==> src/rtl/startup_pkg.sv <==
package startup_pkg;

  typedef enum logic [2:0] {
    PH_SUPPLY,
    PH_OSC,
    PH_CFG,
    PH_RUN,
    PH_SLEEP,
    PH_WAKE
  } phase_e;

  localparam logic [1:0] SLP_IDLE  = 2'b00;
  localparam logic [1:0] SLP_ADC   = 2'b01;
  localparam logic [1:0] SLP_PDOWN = 2'b10;
  localparam logic [1:0] SLP_STBY  = 2'b11;

  // Phases that keep the chip held in reset.
  function automatic logic holds_reset(input phase_e p);
    return (p == PH_SUPPLY) || (p == PH_OSC) || (p == PH_CFG);
  endfunction

  // Only power-down stops the main oscillator.
  function automatic logic wake_needs_osc(input logic [1:0] mode);
    return mode == SLP_PDOWN;
  endfunction

  // Counter width that holds the largest phase length.
  function automatic int cnt_width(input int a, input int b, input int c, input int d);
    int m;
    m = a;
    if (b > m) m = b;
    if (c > m) m = c;
    if (d > m) m = d;
    return $clog2(m + 1);
  endfunction

endpackage

==> src/rtl/startup_tick_cnt.sv <==
module startup_tick_cnt #(
  parameter int CW = 14
) (
  input  logic          clk,
  input  logic          arst,
  input  logic          inc,
  input  logic [CW-1:0] limit,
  output logic [CW-1:0] count,
  output logic          done
);
  // Terminal event: the last increment of the current phase.
  assign done = inc && (count == limit - CW'(1));

  always_ff @(posedge clk or posedge arst) begin
    if (arst)      count <= '0;
    else if (done) count <= '0;
    else if (inc)  count <= count + CW'(1);
  end
endmodule

==> src/rtl/startup_phase_fsm.sv <==
module startup_phase_fsm
  import startup_pkg::*;
(
  input  logic       clk,
  input  logic       arst,
  input  logic       done,
  input  logic       sleep_req,
  input  logic       wake_req,
  input  logic [1:0] sleep_mode,
  output phase_e     phase
);
  phase_e phase_d;

  always_comb begin
    phase_d = phase;
    unique case (phase)
      PH_SUPPLY: if (done) phase_d = PH_OSC;
      PH_OSC:    if (done) phase_d = PH_CFG;
      PH_CFG:    if (done) phase_d = PH_RUN;
      PH_RUN:    if (sleep_req) phase_d = PH_SLEEP;
      PH_SLEEP:  if (wake_req)
                   phase_d = wake_needs_osc(sleep_mode) ? PH_WAKE : PH_RUN;
      PH_WAKE:   if (done) phase_d = PH_RUN;
      default:   phase_d = PH_SUPPLY;
    endcase
  end

  always_ff @(posedge clk or posedge arst) begin
    if (arst) phase <= PH_SUPPLY;
    else      phase <= phase_d;
  end
endmodule

==> src/rtl/startup_seq.sv <==
module startup_seq
  import startup_pkg::*;
#(
  parameter int              SUPPLY_TICKS = 8192,
  parameter int              OSC_CYCLES   = 6,
  parameter int              CFG_WORDS    = 21,
  parameter int              WAKE_CYCLES  = 6,
  parameter int              PRESC_W      = 4,
  parameter logic [PRESC_W-1:0] PRESC_DIV8 = 4'd3,
  localparam int             IDX_W        = $clog2(CFG_WORDS)
) (
  input  logic               clk,
  input  logic               rst_req,
  input  logic               slow_tick,
  input  logic               osc_tick,
  input  logic               sleep_req,
  input  logic               wake_req,
  input  logic [1:0]         sleep_mode,
  output logic               int_rst,
  output logic               cfg_load,
  output logic [IDX_W-1:0]   cfg_idx,
  output logic               run_en,
  output logic [PRESC_W-1:0] presc_code
);
  localparam int CW = cnt_width(SUPPLY_TICKS, OSC_CYCLES, CFG_WORDS, WAKE_CYCLES);

  phase_e        phase;
  logic [CW-1:0] cnt;
  logic [CW-1:0] lim;
  logic          inc;
  logic          phase_done;
  logic          in_sleep;

  // Timebase and length for each phase.
  always_comb begin
    inc = 1'b0;
    lim = CW'(WAKE_CYCLES);
    unique case (phase)
      PH_SUPPLY: begin inc = slow_tick; lim = CW'(SUPPLY_TICKS); end
      PH_OSC:    begin inc = osc_tick;  lim = CW'(OSC_CYCLES);   end
      PH_CFG:    begin inc = 1'b1;      lim = CW'(CFG_WORDS);    end
      PH_WAKE:   begin inc = osc_tick;  lim = CW'(WAKE_CYCLES);  end
      default:   begin inc = 1'b0;      lim = CW'(WAKE_CYCLES);  end
    endcase
  end

  startup_tick_cnt #(.CW(CW)) u_cnt (
    .clk   (clk),
    .arst  (rst_req),
    .inc   (inc),
    .limit (lim),
    .count (cnt),
    .done  (phase_done)
  );

  startup_phase_fsm u_fsm (
    .clk        (clk),
    .arst       (rst_req),
    .done       (phase_done),
    .sleep_req  (sleep_req),
    .wake_req   (wake_req),
    .sleep_mode (sleep_mode),
    .phase      (phase)
  );

  assign in_sleep   = (phase == PH_SLEEP) && !rst_req;
  assign int_rst    = rst_req || holds_reset(phase);
  assign run_en     = (phase == PH_RUN) && !rst_req;
  assign cfg_load   = (phase == PH_CFG) && !rst_req;
  assign cfg_idx    = cfg_load ? IDX_W'(cnt) : '0;
  assign presc_code = PRESC_DIV8;
endmodule

==> config.mk <==
export PLATFORM = sky130hd
export DESIGN_NAME = startup_seq
export DESIGN_NICKNAME = d
export VERILOG_FILES = /design/src/rtl/startup_pkg.sv /design/src/rtl/startup_tick_cnt.sv /design/src/rtl/startup_phase_fsm.sv /design/src/rtl/startup_seq.sv
export SDC_FILE = /design/constraint.sdc
export NUM_CORES = 1
export LEC_CHECK = 0
export ABC_AREA = 1
export BUFFER_PORTS_ARGS = -buffer_cell sky130_fd_sc_hd__buf_2
export CAP_MARGIN = 20
export CORE_AREA = 2 2 54 82
export CTS_CLUSTER_DIAMETER = 150
export CTS_CLUSTER_SIZE = 8
export DETAILED_ROUTE_END_ITERATION = 8
export DIE_AREA = 0 0 56 84
export PLACE_DENSITY = 0.66
export SYNTH_ARGS = -nofsm -noshare
export SYNTH_HDL_FRONTEND = slang
export SYNTH_HIERARCHICAL = 1
export SYNTH_SLANG_ARGS = --single-unit
==> constraint.sdc <==
create_clock -name clk -period 4.1 [get_ports clk]
set_clock_uncertainty 0.2 [all_clocks]
set_input_delay 0.41 -clock clk [delete_from_list [all_inputs] [get_ports clk]]
set_output_delay 0.41 -clock clk [all_outputs]
set_load 0.01 [all_outputs]
==> flow_metrics.env <==
export IMPL_status="completed"
export IMPL_timing_final_crit_share=0.727
export IMPL_fmax_mhz=335
export IMPL_worst_pin_slew_ns=0.553
export IMPL_antenna_found_initial=0
export IMPL_cts_buffers=3
export IMPL_ios=20
export IMPL_antenna_cells=0
export IMPL_slew_headroom=0.631
export IMPL_grt_pass1_wl_mm=6.56
export IMPL_cp_end_kind="register"
export IMPL_startpoint_type="register"
export IMPL_rows=29
export IMPL_area_growth_synth_to_final_pct=14.6
export IMPL_synth_cell_types=25
export IMPL_yosys_warnings=6
export IMPL_clk_pin_slew_ns=0.06
export IMPL_dieArea_sq_um=4700
export IMPL_fin_crit_ns=2.98
export IMPL_synth_seq_area_share=0.244
export IMPL_post_route_util=0.491
export IMPL_cts_max_level=1
export IMPL_cts_tree="built"
export IMPL_crit_chain="nor2_4 -> nand2_1 -> inv_1 -> inv_1 -> ha_1 -> inv_1 -> nand2_1 -> nand3_1 -> nor2_1 -> nand2_1 -> nor2_1 -> nand3_1 -> nor2_2 -> nand2_2 -> inv_4 -> inv_1 -> nand3_2 -> nand3_1 -> nand2_1 -> nand2_1"
export IMPL_powerDensity_nw_per_um2=534
export IMPL_die_h_um=84
export IMPL_first_pass_iters=4
export IMPL_ys_ff_latch=17
export IMPL_syn_avg_cell_area_sq_um=6.19
export IMPL_finalSetupTns_ns=0
export IMPL_finalMaxSlewViolations=0
export IMPL_wl_mm=3.77
export IMPL_synth_area_sq_um=1740
export IMPL_clockBufferDepth=2
export IMPL_overflow=0
export IMPL_num_vias=1622
export IMPL_netlist_instances=281
export IMPL_fin_nets=338
export IMPL_stdcell_count=373
export IMPL_viasPerCell=4.35
export IMPL_hp_class="primary input to register"
export IMPL_hpwl_mm=3.12
export IMPL_fp_dieW_um=56
export IMPL_grt_pass1_vias=1599
export IMPL_drtAntennaViolNets=0
export IMPL_max_stage_delay_ns=0.52
export IMPL_insertion_delay_ns=0.25
export IMPL_crit_fanout=13
export IMPL_cpMaxStageDelayCell="dfrtp_1"
export IMPL_layout_drive_gt1_share=0.156
export IMPL_cpMostUsedCell="nand2_1"
export IMPL_path_delay_family="simple AND/OR/NAND/NOR gates"
export IMPL_required_ns=4.04
export IMPL_drc=0
export IMPL_rsz0062_at_grt="false"
export IMPL_port_buffers=15
export IMPL_crit_type="register to register"
export IMPL_p_leak_nw=1.17
export IMPL_setup_viol=0
export IMPL_clockRootBuffer="clkbuf_8"
export IMPL_ir_worst_vdd_uv=344
export IMPL_core_area_sq_um=4060
export IMPL_clock_sinks=17
export IMPL_initial_core_util=0.428
export IMPL_dr_first_iter_drc_count=31
export IMPL_drv_cap=0
export IMPL_wl_per_cell_um=10.1
export IMPL_path_buf_inv=5
export IMPL_placed_cells=368
export IMPL_arrival_ns=2.93
export IMPL_grt_start_max_net_pins=15
export IMPL_globalplace_congestion=0.798
export IMPL_track_usage=0.173
export IMPL_timing_final_hold_violations=0
stage by stage:
step	area (sq um)	hold WS, ns	setup WS (ns)	total power [W]
2_1_floorplan	1860	-0.0364	1.44	0.000803
3_3_place_gp	1940	0.120	1.15	0.000934
3_5_place_dp	1940	0.122	1.12	0.000941
4_1_cts	1990	0.358	1.11	0.00107
5_1_grt	1990	0.409	0.808	0.00119
6_report	1990	0.357	1.12	0.00107
power by group:
part | internal, W | switching (W)
clock | 0.0000688 | 0.0000530
combinational | 0.000228 | 0.000390
sequential | 0.000218 | 0.000107
total | 0.000515 | 0.000550
flip-flops by register name (all words and copies together), names as in the netlist:
signal and flops:
u_cnt/count 14, u_fsm/phase 3
kinds of logic (layout without fill, tap and decap cells):
kind of cell             after synthesis  in the layout  synth area share
AND/OR/NAND/NOR                      166            166             0.447
buffers and inverters                 63             76             0.155
XOR/XNOR                              21             21             0.106
flip-flops                            17             17             0.244
AO/OA/AOI/OAI                         10             10            0.0288
adder cells (fa/ha/maj)                2              2            0.0144
other                                  2             35           0.00432
worst register-to-register path: stages, from the launching register on:
cell and delay [ns]:
dfrtp_1 0.52, nor2_4 0.22, nand2_1 0.06, inv_1 0.15, inv_1 0.12, ha_1 0.32, inv_1 0.04, nand2_1 0.05
nand3_1 0.06, nor2_1 0.08, nand2_1 0.07, nor2_1 0.09, nand3_1 0.09, nor2_2 0.10, nand2_2 0.09, inv_4 0.17
inv_1 0.08, nand3_2 0.08, nand3_1 0.13, nand2_1 0.10, nand2_1 0.05
layout by cell type, fill, tap and decap left out, drive strengths merged:
| cell | count |
|---|---|
| dlygate4sd3 | 1 |
| xnor2 | 5 |
| nand4 | 1 |
| nand3b | 4 |
| buf | 15 |
| nor3 | 3 |
| o21ai | 8 |
| ha | 2 |
| nor2 | 48 |
| dfrtp | 17 |
| a21oi | 2 |
| nand3 | 25 |
| xor2 | 16 |
| clkbuf | 4 |
| nand2 | 85 |
| conb | 35 |
| inv | 56 |
worst paths after layout:
check	from	end	slack, ns	cells after the start
max	u_fsm/phase[2]	u_fsm/phase[2]	1.12	20
min	sleep_mode[1]	u_fsm/phase[1]	0.36	6
max reg2reg	u_fsm/phase[2]	u_fsm/phase[2]	1.12	20
min reg2reg	u_cnt/count[0]	u_cnt/count[0]	0.42	2
max in group asynchronous	rst_req	u_cnt/count[13]	2.73	3
min in group asynchronous	rst_req	u_fsm/phase[2]	0.42	3
metal layers:
layer,vias up,GRT usage,share of wire
met1,710,0.186,0.41
met4,0,0.0584,0.012
met3,6,0.0109,0.015
li1,887,-,-
met2,19,0.342,0.56
met5,-,0,0
cell usage after synthesis, drive strengths merged:
master / count / share of area
o21ai: 8 / 0.023
a21oi: 2 / 0.0058
xnor2: 5 / 0.025
nand3b: 4 / 0.017
dfrtp: 17 / 0.24
nand3: 25 / 0.085
nor2: 48 / 0.14
xor2: 16 / 0.081
clkbuf: 1 / 0.0029
conb: 2 / 0.0043
buf: 6 / 0.030
nand4: 1 / 0.0036
inv: 56 / 0.12
ha: 2 / 0.014
nor3: 3 / 0.017
nand2: 85 / 0.18
repair_timing:
action,in CTS,in global routing
buffers inserted,0,0
hold buffers,1,0
gates resized for setup,0,0
endpoints found under the hold margin,3,0
area by class of cell:
cell class / instances / area [sq um]
clock buffers: 4 / 45.0
well taps: 46 / 57.6
repair buffers: 16 / 85.1
inverters: 56 / 213
flip-flops and latches: 17 / 425
multi-input cells: 234 / 1170
fillers: 430 / 2070
Note: power is estimated with default switching activity, not from simulation.
